[src/rtl/tmr8_pkg.sv]
package tmr8_pkg;
  localparam int unsigned CTL_W    = 8;
  localparam int unsigned RATIO_W  = 3;
  localparam int unsigned PS_MAX_W = 16;

  typedef struct packed {
    logic [1:0]         spare;
    logic               src_ext;
    logic               edge_fall;
    logic               ps_to_wdt;
    logic [RATIO_W-1:0] ratio;
  } tmr8_ctl_t;

  localparam tmr8_ctl_t CTL_RESET = tmr8_ctl_t'(8'hFF);

  // Exponent of the division: owner-dependent offset on the ratio field.
  function automatic int unsigned ps_exp(input logic to_wdt,
                                         input logic [RATIO_W-1:0] ratio);
    int unsigned e;
    e = int'(ratio);
    if (!to_wdt) e = e + 1;
    return e;
  endfunction

  // True when the low k bits of the prescaler are all ones.
  function automatic logic ps_hit(input logic [PS_MAX_W-1:0] ps,
                                  input int unsigned k);
    logic hit;
    hit = 1'b1;
    for (int unsigned i = 0; i < PS_MAX_W; i++) begin
      if (i < k && !ps[i]) hit = 1'b0;
    end
    return hit;
  endfunction

  function automatic logic edge_match(input logic prev, input logic cur,
                                      input logic fall);
    return fall ? (prev & ~cur) : (~prev & cur);
  endfunction
endpackage

[src/rtl/tmr8_cyc_gen.sv]
module tmr8_cyc_gen #(
  parameter int unsigned CYC_DIV = 4
) (
  input  logic clk,
  input  logic rst_n,
  output logic inst_tick
);
  localparam int unsigned PH_W = (CYC_DIV > 1) ? $clog2(CYC_DIV) : 1;
  localparam logic [PH_W-1:0] PH_LAST = PH_W'(CYC_DIV - 1);

  generate
    if (CYC_DIV > 1) begin : g_div
      logic [PH_W-1:0] ph_q;
      always_ff @(posedge clk or negedge rst_n) begin
        if (!rst_n)                ph_q <= '0;
        else if (ph_q == PH_LAST)  ph_q <= '0;
        else                       ph_q <= ph_q + 1'b1;
      end
      assign inst_tick = (ph_q == PH_LAST);
    end else begin : g_nodiv
      assign inst_tick = 1'b1;
    end
  endgenerate
endmodule

[src/rtl/tmr8_ext_sync.sv]
module tmr8_ext_sync #(
  parameter int unsigned STAGES = 2
) (
  input  logic clk,
  input  logic rst_n,
  input  logic adv,
  input  logic pin,
  input  logic fall_sel,
  output logic edge_evt
);
  import tmr8_pkg::*;

  // sh_q[0] takes the pin; sh_q[STAGES-1] is the settled level,
  // sh_q[STAGES] the level one instruction cycle earlier.
  logic [STAGES:0] sh_q;

  always_ff @(posedge clk or negedge rst_n) begin
    if (!rst_n)   sh_q <= '0;
    else if (adv) sh_q <= {sh_q[STAGES-1:0], pin};
  end

  assign edge_evt = adv & edge_match(sh_q[STAGES], sh_q[STAGES-1], fall_sel);
endmodule

[src/rtl/tmr8_prescale.sv]
module tmr8_prescale
  import tmr8_pkg::*;
#(
  parameter int unsigned PS_W = 8
) (
  input  logic               clk,
  input  logic               rst_n,
  input  logic               to_wdt,
  input  logic [RATIO_W-1:0] ratio,
  input  logic               tmr_evt,
  input  logic               wdt_base,
  input  logic               tmr_clr,
  input  logic               wdt_clr,
  input  logic               reassign,
  output logic               tmr_inc,
  output logic               wdt_tick
);
  logic [PS_W-1:0] ps_q;
  int unsigned     k;
  logic            hit;
  logic            step;
  logic            clr;

  always_comb begin
    k        = ps_exp(to_wdt, ratio);
    hit      = ps_hit(PS_MAX_W'(ps_q), k);
    step     = to_wdt ? wdt_base : tmr_evt;
    clr      = reassign | (to_wdt ? wdt_clr : tmr_clr);
    tmr_inc  = to_wdt ? tmr_evt : (tmr_evt & hit);
    wdt_tick = to_wdt & wdt_base & hit & ~clr;
  end

  always_ff @(posedge clk or negedge rst_n) begin
    if (!rst_n)    ps_q <= '0;
    else if (clr)  ps_q <= '0;
    else if (step) ps_q <= ps_q + 1'b1;
  end
endmodule

[src/rtl/tmr8_count.sv]
module tmr8_count #(
  parameter int unsigned CNT_W   = 8,
  parameter int unsigned INH_CYC = 2
) (
  input  logic             clk,
  input  logic             rst_n,
  input  logic             inst_tick,
  input  logic             wr,
  input  logic [CNT_W-1:0] wdata,
  input  logic             inc_req,
  input  logic             flag_clr,
  output logic [CNT_W-1:0] cnt_q,
  output logic             flag_q,
  output logic             wrap_evt,
  output logic             cnt_inc,
  output logic             inh_active
);
  localparam int unsigned INH_W = $clog2(INH_CYC + 1);
  logic [INH_W-1:0] inh_q;

  assign inh_active = (inh_q != '0);
  assign cnt_inc    = inc_req & ~wr;
  assign wrap_evt   = cnt_inc & (cnt_q == '1);

  always_ff @(posedge clk or negedge rst_n) begin
    if (!rst_n)       cnt_q <= '0;
    else if (wr)      cnt_q <= wdata;
    else if (cnt_inc) cnt_q <= cnt_q + 1'b1;
  end

  always_ff @(posedge clk or negedge rst_n) begin
    if (!rst_n)                          inh_q <= '0;
    else if (wr)                         inh_q <= INH_W'(INH_CYC);
    else if (inst_tick && inh_active)    inh_q <= inh_q - 1'b1;
  end

  always_ff @(posedge clk or negedge rst_n) begin
    if (!rst_n)         flag_q <= 1'b0;
    else if (wrap_evt)  flag_q <= 1'b1;
    else if (flag_clr)  flag_q <= 1'b0;
  end
endmodule

[src/rtl/tmr8_shared_scaler.sv]
module tmr8_shared_scaler
  import tmr8_pkg::*;
#(
  parameter int unsigned CNT_W       = 8,
  parameter int unsigned PS_W        = 8,
  parameter int unsigned CYC_DIV     = 4,
  parameter int unsigned SYNC_STAGES = 2,
  parameter int unsigned INH_CYC     = 2
) (
  input  logic             clk,
  input  logic             rst_n,
  input  logic             ctl_wr,
  input  logic [CTL_W-1:0] ctl_wdata,
  output logic [CTL_W-1:0] ctl_rdata,
  input  logic             cnt_wr,
  input  logic [CNT_W-1:0] cnt_wdata,
  output logic [CNT_W-1:0] cnt_rdata,
  output logic             ovf_flag,
  input  logic             ovf_clr,
  input  logic             ext_in,
  input  logic             wdt_osc_tick,
  input  logic             wdt_clr,
  output logic             wdt_tick
);
  tmr8_ctl_t ctl_q;
  tmr8_ctl_t ctl_nx;
  logic      inst_tick;
  logic      ext_evt;
  logic      src_evt;
  logic      src_gate;
  logic      reassign;
  logic      tmr_inc;
  logic      cnt_inc;
  logic      inh_active;
  logic      wrap_evt;

  assign ctl_nx   = tmr8_ctl_t'(ctl_wdata);
  assign reassign = ctl_wr & (ctl_nx.ps_to_wdt != ctl_q.ps_to_wdt);

  always_ff @(posedge clk or negedge rst_n) begin
    if (!rst_n)      ctl_q <= CTL_RESET;
    else if (ctl_wr) ctl_q <= ctl_nx;
  end
  assign ctl_rdata = ctl_q;

  tmr8_cyc_gen #(.CYC_DIV(CYC_DIV)) u_cyc (
    .clk       (clk),
    .rst_n     (rst_n),
    .inst_tick (inst_tick)
  );

  tmr8_ext_sync #(.STAGES(SYNC_STAGES)) u_sync (
    .clk      (clk),
    .rst_n    (rst_n),
    .adv      (inst_tick),
    .pin      (ext_in),
    .fall_sel (ctl_q.edge_fall),
    .edge_evt (ext_evt)
  );

  // Source events are held back during the post-write hold window
  // and in the write cycle itself, before they reach the prescaler.
  assign src_evt  = ctl_q.src_ext ? ext_evt : inst_tick;
  assign src_gate = src_evt & ~inh_active & ~cnt_wr;

  tmr8_prescale #(.PS_W(PS_W)) u_ps (
    .clk      (clk),
    .rst_n    (rst_n),
    .to_wdt   (ctl_q.ps_to_wdt),
    .ratio    (ctl_q.ratio),
    .tmr_evt  (src_gate),
    .wdt_base (wdt_osc_tick),
    .tmr_clr  (cnt_wr),
    .wdt_clr  (wdt_clr),
    .reassign (reassign),
    .tmr_inc  (tmr_inc),
    .wdt_tick (wdt_tick)
  );

  tmr8_count #(.CNT_W(CNT_W), .INH_CYC(INH_CYC)) u_cnt (
    .clk        (clk),
    .rst_n      (rst_n),
    .inst_tick  (inst_tick),
    .wr         (cnt_wr),
    .wdata      (cnt_wdata),
    .inc_req    (tmr_inc),
    .flag_clr   (ovf_clr),
    .cnt_q      (cnt_rdata),
    .flag_q     (ovf_flag),
    .wrap_evt   (wrap_evt),
    .cnt_inc    (cnt_inc),
    .inh_active (inh_active)
  );
endmodule

[config.mk]
export PLATFORM = sky130hd
export DESIGN_NAME = tmr8_shared_scaler
export DESIGN_NICKNAME = d
export VERILOG_FILES = /design/src/rtl/tmr8_pkg.sv /design/src/rtl/tmr8_cyc_gen.sv /design/src/rtl/tmr8_ext_sync.sv /design/src/rtl/tmr8_prescale.sv /design/src/rtl/tmr8_count.sv /design/src/rtl/tmr8_shared_scaler.sv
export SDC_FILE = /design/constraint.sdc
export NUM_CORES = 1
export LEC_CHECK = 0
export ABC_AREA = 1
export BUFFER_PORTS_ARGS = -buffer_cell sky130_fd_sc_hd__clkbuf_2
export CAP_MARGIN = 10
export CORE_UTILIZATION = 35
export DETAILED_ROUTE_END_ITERATION = 8
export HOLD_SLACK_MARGIN = 0.1
export MAX_ROUTING_LAYER = met4
export PLACE_DENSITY = 0.53
export SYNTH_ARGS = -nofsm -noshare
export SYNTH_HDL_FRONTEND = slang
export SYNTH_SLANG_ARGS = --single-unit
[constraint.sdc]
create_clock -name clk -period 2 [get_ports clk]
set_clock_uncertainty 0.1 [all_clocks]
set_input_delay 0.4 -clock clk [delete_from_list [all_inputs] [get_ports clk]]
set_output_delay 0.4 -clock clk [all_outputs]
set_load 0.02 [all_outputs]
# Yosys cells after proc, flatten, opt, wreduce, memory -nomap -nowiden
# Index checks and enable logic that the tools add are counted.
[word_totals]
regBits = 32
inputBits = 24
output_inout_bits = 18
word_cells = 106
[classes]
n_addsub = 5
order_cmp = 16
eq_ne = 3
mux = 31
n_bitwise = 18
reduce_logical = 22
[ops]
columns = ["cell", "n"]
rows = [
  ["4-bit by 32-bit < comparator with 1-bit output, first input constant", 8],
  ["3-bit by 32-bit < comparator with 1-bit output, first input constant", 4],
  ["1-bit by 32-bit < comparator with 1-bit output, first input constant", 2],
  ["2-bit by 32-bit < comparator with 1-bit output, first input constant", 2],
  ["32-bit 2-to-1 mux", 1],
  ["8-bit 2-to-1 mux", 4],
  ["1-bit 2-to-1 mux", 23],
  ["8-bit by 1-bit adder with 8-bit output, second input constant", 2],
  ["1-bit bitwise AND", 12],
  ["2-bit nonzero test", 5],
  ["1-bit logical AND", 9],
  ["8-bit equality test, second input constant", 1],
  ["1-bit logical NOT", 8],
  ["2-bit 2-to-1 mux", 3],
  ["1-bit inverter", 5],
  ["3-bit by 1-bit adder with 4-bit output, second input constant", 1],
  ["2-bit by 1-bit adder with 2-bit output, second input constant", 1],
  ["2-bit equality test, second input constant", 1],
  ["2-bit by 1-bit subtractor with 2-bit output, second input constant", 1],
  ["1-bit inequality test", 1],
  ["1-bit OR", 1],
]

# Longest topological paths before layout
[logic_depth]
word_depth = 25
depth_mapped = 14
depth_no_buf = 14

# By module
# A second synthesis with hierarchy kept.
[unflattened]
hier_cells = 238
area_unflattened_um2 = 1839.3
[by_module_without_submodules]
columns = ["mod", "n_inst", "cells_each", "area_each_um2", "seq_area_each_um2"]
rows = [
  ["tmr8_count", 1, 79, 636.9, 275.3],
  ["tmr8_prescale", 1, 94, 635.6, 200.2],
  ["tmr8_shared_scaler", 1, 43, 364.1, 210.2],
  ["tmr8_ext_sync", 1, 18, 136.4, 75.1],
  ["tmr8_cyc_gen", 1, 4, 66.3, 50.0],
]

# Worst setup path after synthesis
# OpenSTA, ideal clock, no wires.
[synth_path]
path_type = "register -> output"
startpoint = "register ctl_q (netlist bit ctl_rdata[1])"
endpoint = "output port wdt_tick"
arrival_time_ns = 1.780
t_required_ns = 1.500
setup_slack_ns = -0.280
stages_incl_launch_ff = 11
n_path_buf = 0
cell_sequence = "dfstp_2 > ha_1 > nand2_2 > nand2_2 > nor2_1 > nand3_1 > nand2_1 > nand2_1 > nand2_1 > nand2_1 > nor3_1"
[synth_between]
elab_chain_cells = 22
word_cells_on_any_way = 44
classes_between = "add/sub: 1; order compare: 16; mux: 17; bitwise: 2; reduce/logical: 8"
[synth_lines]
columns = ["item", "line", "source"]
rows = [
  ["start: declaration", "tmr8_shared_scaler.sv:25", "tmr8_ctl_t ctl_q;"],
  ["start signal: assignment", "tmr8_shared_scaler.sv:42", "else if (ctl_wr) ctl_q <= ctl_nx;"],
  ["3-bit by 1-bit adder with 4-bit output", "tmr8_pkg.sv:21", "if (!to_wdt) e = e + 1;"],
  ["32-bit 2-to-1 mux *", "tmr8_pkg.sv:21", ""],
  ["1-bit by 32-bit < comparator with 1-bit output", "tmr8_pkg.sv:31", "if (i < k && !ps[i]) hit = 1'b0;"],
  ["1-bit logical AND", "tmr8_pkg.sv:31", ""],
  ["1-bit 2-to-1 mux (15 in a row)", "tmr8_pkg.sv:31", ""],
  ["1-bit 2-to-1 mux *", "tmr8_pkg.sv:31", ""],
  ["1-bit bitwise AND * (2 in a row)", "tmr8_prescale.sv:30", "wdt_tick = to_wdt & wdt_base & hit & ~clr;"],
  ["end: declaration", "tmr8_shared_scaler.sv:23", "output logic wdt_tick"],
]
# Every way passes the cells marked *; elsewhere a longest branch is shown, timed or not.

# Worst setup path in the final report
[layout_path]
startpoint = "register ctl_q (netlist bit ctl_rdata[0])"
endpoint = "output port wdt_tick"
# Same word-level chain as after synthesis.

==> impl_results.html <==
<table>
<tr><th>Metric</th><th>Value</th></tr>
<tr><th colspan="2">Clock network</th></tr>
<tr><td>CTS root buf</td><td>clkbuf_8</td></tr>
<tr><td>Insertion delay to the later sink of the worst-skew pair</td><td>0.28 ns</td></tr>
<tr><td>Number of levels the H-tree was split into</td><td>2</td></tr>
<tr><td>Clock-pin transition on the worst setup and hold timing paths</td><td>0.06 ns</td></tr>
<tr><td>Cts bufs inserted</td><td>5</td></tr>
<tr><td>Clock tree from TritonCTS</td><td>yes</td></tr>
<tr><td>Clock tree sinks</td><td>32</td></tr>
<tr><td>Buffers from clock root to sink, at most</td><td>2</td></tr>
<tr><th colspan="2">Floorplanning</th></tr>
<tr><td>Floorplan die height</td><td>74.52 um</td></tr>
<tr><td>Initial core utilization</td><td>36.27%</td></tr>
<tr><td>Site row count</td><td>26</td></tr>
<tr><td>Placeable core area</td><td>5075 um2</td></tr>
<tr><td>Die W</td><td>74.52 um</td></tr>
<tr><td>Count of boundary I/O pins</td><td>42</td></tr>
<tr><td>Total Die Area</td><td>5552 um2</td></tr>
<tr><th colspan="2">Timing</th></tr>
<tr><td>Hold violation count in the final report</td><td>0</td></tr>
<tr><td>Fraction of the cycle the final worst path needs</td><td>115.0%</td></tr>
<tr><td>Worst-case headroom to the max-slew limit</td><td>72.14%</td></tr>
<tr><td>Fmax</td><td>434.7 MHz</td></tr>
<tr><td>Worst-case setup margin in the final layout</td><td>-0.3006 ns</td></tr>
<tr><td>RSZ-0062 raised after global routing</td><td>yes</td></tr>
<tr><td>Slew at the pin closest to its max-slew limit</td><td>0.4180 ns</td></tr>
<tr><td>Tmin final</td><td>2.301 ns</td></tr>
<tr><td>Total of endpoints with negative setup slack in the final report</td><td>10</td></tr>
<tr><td>Count of final max-slew check failures</td><td>0</td></tr>
<tr><th colspan="2">Logic synthesis</th></tr>
<tr><td>Number of warning messages in the yosys log</td><td>0</td></tr>
<tr><td>Average size of a mapped cell</td><td>7.543 um2</td></tr>
<tr><td>Most repeated cell in the gate-level netlist after synthesis</td><td>nand2_1</td></tr>
<tr><td>Yosys cell types</td><td>27</td></tr>
<tr><td>Yosys top cell by area</td><td>dfrtp_1</td></tr>
<tr><td>Summed instance area of the synthesized netlist</td><td>1841 um2</td></tr>
<tr><td>Count of flip-flops with a built-in enable after synthesis</td><td>0</td></tr>
<tr><td>Number of nets in the synthesized netlist</td><td>273</td></tr>
<tr><td>Post-synthesis instance total</td><td>244</td></tr>
<tr><td>Area share of the leading cell type in the synthesized netlist</td><td>32.63%</td></tr>
<tr><td>Leading post-synthesis cells by cell area</td><td>dfrtp_1 (33%), nand2_1 (17%), dfstp_2 (11%)</td></tr>
<tr><td>Synthesized flop and latch total</td><td>32</td></tr>
<tr><td>Sequential fraction of the synthesis area</td><td>44.05%</td></tr>
<tr><td>List of most frequent post-synthesis cells</td><td>nand2_1 (83), inv_1 (25), dfrtp_1 (24)</td></tr>
<tr><td>Async S/R FF share, synth</td><td>100.0%</td></tr>
<tr><td>Commonest register cell after synthesis</td><td>dfrtp_1</td></tr>
<tr><th colspan="2">Detailed routing</th></tr>
<tr><td>Number of detailed-routing iterations run before antenna repair</td><td>4</td></tr>
<tr><td>Post-DRT Antenna Nets</td><td>0</td></tr>
<tr><td>Final wirelength</td><td>4.131 mm</td></tr>
<tr><td>Number of DRC markers in iteration 0</td><td>66</td></tr>
<tr><td>Post-route DRC violation count</td><td>0</td></tr>
<tr><td>Post-detailed-route wirelength per cell</td><td>10.90 um</td></tr>
<tr><td>Total via count after detailed routing</td><td>1,746</td></tr>
<tr><td>Per-cell via count in the routed design</td><td>4.607</td></tr>
<tr><th colspan="2">Global routing</th></tr>
<tr><td>Aggregate global routing overflow</td><td>0</td></tr>
<tr><td>Global-route wire length before repair</td><td>7.314 mm</td></tr>
<tr><td>Global routing usage summed across all routing layers</td><td>17.91%</td></tr>
<tr><td>Maximum number of pins on one net before global-route repair</td><td>33</td></tr>
<tr><td>Number of global-route vias before repair</td><td>1,698</td></tr>
<tr><td>Antenna violations before repair</td><td>0</td></tr>
<tr><th colspan="2">Power</th></tr>
<tr><td>Static power due to leakage</td><td>0.001259 uW</td></tr>
<tr><td>Worst vdd rail ir drop</td><td>0.4132 mV</td></tr>
<tr><td>Cell Pwr Density</td><td>703.1 nW/um2</td></tr>
<tr><th colspan="2">Outcome</th></tr>
<tr><td>Violations in the final reports</td><td>setup timing</td></tr>
<tr><td>Run status</td><td>finished, violations left</td></tr>
<tr><th colspan="2">Finish</th></tr>
<tr><td>Area occupied by registers</td><td>810.8 um2</td></tr>
<tr><td>Diodes inserted</td><td>0</td></tr>
<tr><td>Number of nets in the layout</td><td>337</td></tr>
<tr><td>Fillers</td><td>517</td></tr>
<tr><td>Fraction of final layout cells sized beyond drive strength 1</td><td>33.66%</td></tr>
<tr><td>Area taken by multi-input logic gates</td><td>1006 um2</td></tr>
<tr><td>Layout overhead on the synthesized area</td><td>34.74%</td></tr>
<tr><td>Finished layout cell area</td><td>2480 um2</td></tr>
<tr><td>Post-Route Utilization</td><td>48.87%</td></tr>
<tr><th colspan="2">Worst hold path</th></tr>
<tr><td>Tightest Hold Check Type</td><td>in2reg</td></tr>
<tr><td>Hold wc startpoint</td><td>ctl_wdata[6]</td></tr>
<tr><th colspan="2">Worst setup path</th></tr>
<tr><td>Largest stage delay, worst path</td><td>0.55 ns</td></tr>
<tr><td>Worst reg2reg path depth</td><td>16</td></tr>
<tr><td>Critical path peak fanout</td><td>4</td></tr>
<tr><td>Required time at the endpoint of the critical path</td><td>1.50 ns</td></tr>
<tr><td>CP Launch Point</td><td>ctl_rdata[0]</td></tr>
<tr><td>Worst reg2reg setup slack</td><td>-0.20 ns</td></tr>
<tr><td>Critical Path Slowest Stage Cell</td><td>dfstp_2</td></tr>
<tr><td>Arrival time of the worst setup path</td><td>1.80 ns</td></tr>
<tr><td>Critical setup path kind</td><td>reg2out</td></tr>
<tr><td>Buffer and inverter count on the worst path</td><td>2</td></tr>
<tr><td>Capturing instance or port of the critical path</td><td>wdt_tick</td></tr>
<tr><td>Destination of the worst register-to-register timing path</td><td>u_cnt.cnt_q[5]</td></tr>
<tr><td>Crit start category</td><td>register</td></tr>
<tr><td>CP delay by family, top</td><td>simple AND/OR/NAND/NOR gates</td></tr>
<tr><td>Capturing element type of the critical path</td><td>output pin</td></tr>
<tr><td>Worst-path cell chain</td><td>ha_4 &gt; nand2_4 &gt; nand2_4 &gt; nand3b_1 &gt; nand2_1 &gt; inv_1 &gt; nand2_1 &gt; nand2_2 &gt; nor3_4 &gt; clkbuf_8</td></tr>
<tr><td>Source of the worst register-to-register timing path</td><td>ctl_rdata[0]</td></tr>
<tr><td>Stages on the worst setup path</td><td>10</td></tr>
<tr><th colspan="2">Placed design</th></tr>
<tr><td>Detailed placer's ending HPWL</td><td>2.987 mm</td></tr>
<tr><td>Port Buf Inserts</td><td>41</td></tr>
<tr><td>Placer Congestion</td><td>0.8017</td></tr>
<tr><td>Cell area after placement</td><td>2233 um2</td></tr>
<tr><th colspan="2">Run</th></tr>
<tr><td>Count of max-cap constraint violations</td><td>0</td></tr>
</table>
-- kinds of logic (layout without fill, tap and decap cells) --
group | Yosys count | in the layout | synth area share [%]
AND/OR/NAND/NOR | 132 | 133 | 31.14
buffers and inverters | 34 | 98 | 7.546
flip-flops | 32 | 32 | 44.05
AO/OA/AOI/OAI | 31 | 31 | 9.109
XOR/XNOR | 10 | 10 | 4.759
adder cells (fa/ha/maj) | 5 | 5 | 3.399
-- where the power goes --
| group | total, uW | switching [uW] | leakage [uW] | internal (uW) |
|---|---|---|---|---|
| Sequential | 764 | 53.0 | 0.000391 | 712 |
| Combinational | 461 | 271 | 0.000824 | 190 |
| Clock | 518 | 238 | 0.0000445 | 279 |
| Total | 1740 | 562 | 0.00126 | 1180 |
-- sequential cells by signal (all words and copies together) (netlist names) --
name and cells:
u_ps.ps_q 8, ctl_rdata 8, u_cnt.cnt_q 8, u_cnt.inh_q 2, u_cyc.g_div.ph_q 2, u_sync.sh_q 3, u_cnt.flag_q 1
-- worst min-delay path by stage --
stage                          end  slack, ns  cells after the start
3_3_place_gp   u_cyc.g_div.ph_q[0]       0.32                      1
2_1_floorplan       u_cnt.cnt_q[0]      0.004                      0
5_1_grt               u_cnt.flag_q       0.20                      2
3_5_place_dp   u_cyc.g_div.ph_q[0]       0.32                      1
4_1_cts               ctl_rdata[7]       0.19                      3
6_report              ctl_rdata[6]       0.20                      3
-- worst reg2reg max path, cell delays in order (launching register included) --
cell and delay, ns:
dfstp_2 0.55, ha_4 0.21, nand2_4 0.07, nand2_4 0.05
nand3b_1 0.15, nand2_1 0.06, inv_1 0.04, nand2_1 0.06
nand2_2 0.07, buf_4 0.13, buf_4 0.12, buf_4 0.13
nand2_4 0.10, nand2_8 0.09, nand2_8 0.11, nand2_2 0.05
nand2_1 0.06
-- stage by stage --
stage / hold slack [ns] / instances / setup TNS [ns] / power [uW] / setup WS [ns]
2_1_floorplan: 0.004409 / 244 / -0.06505 / 1017 / -0.06505
3_3_place_gp: 0.3212 / 365 / -0.1811 / 1174 / -0.05994
3_5_place_dp: 0.3213 / 365 / -0.5400 / 1176 / -0.1038
5_1_grt: 0.2046 / 379 / -3.242 / 1854 / -0.4203
4_1_cts: 0.1946 / 377 / -1.368 / 1727 / -0.3589
6_report: 0.2022 / 379 / -1.910 / 1744 / -0.3006
-- layout by cell type, fill, tap and decap left out, types with 2 or more instances in the layout --
cell type,netlist,final
clkbuf_2,0,40
dfrtp_1,24,24
inv_1,25,24
o31ai_1,3,3
nand2_8,0,2
ha_1,5,4
nand4_1,4,4
nand2_1,83,73
nor2_2,0,3
buf_4,2,20
a21oi_1,8,8
o21ai_0,17,17
nand2_2,5,10
nor2_1,13,10
inv_2,2,3
clkbuf_8,0,7
xnor2_1,2,2
xor2_1,8,8
nand3_1,20,19
nand2_4,2,6
dfstp_2,8,8
-- metal layers --
layer	wire, um	global-route usage, %	vias to the layer above
met5	0	-	-
met4	40	6.709	0
met3	145	3.252	5
met2	1903	28.13	34
met1	2042	22.97	797
li1	-	-	910
-- final cells by class --
class / instances / share of cell area, %
clock buffer: 7 / 3.481
clock inverter: 1 / 0.3027
inverter: 28 / 4.339
multi-input combinational: 179 / 40.56
sequential: 32 / 32.69
tap: 70 / 3.532
timing repair buffer: 62 / 15.09
-- repair_timing --
item / 4_1_cts / 5_1_grt
buffers inserted: 2 / 2
hold endpoints to repair: 24 / 0
gates resized for setup: 5 / 21
hold buffers: 1 / 0
pin swaps: 4 / 7
endpoints found under the setup margin: 9 / 10
cloned: 1 / 0
(Power assumes the default switching activity.)
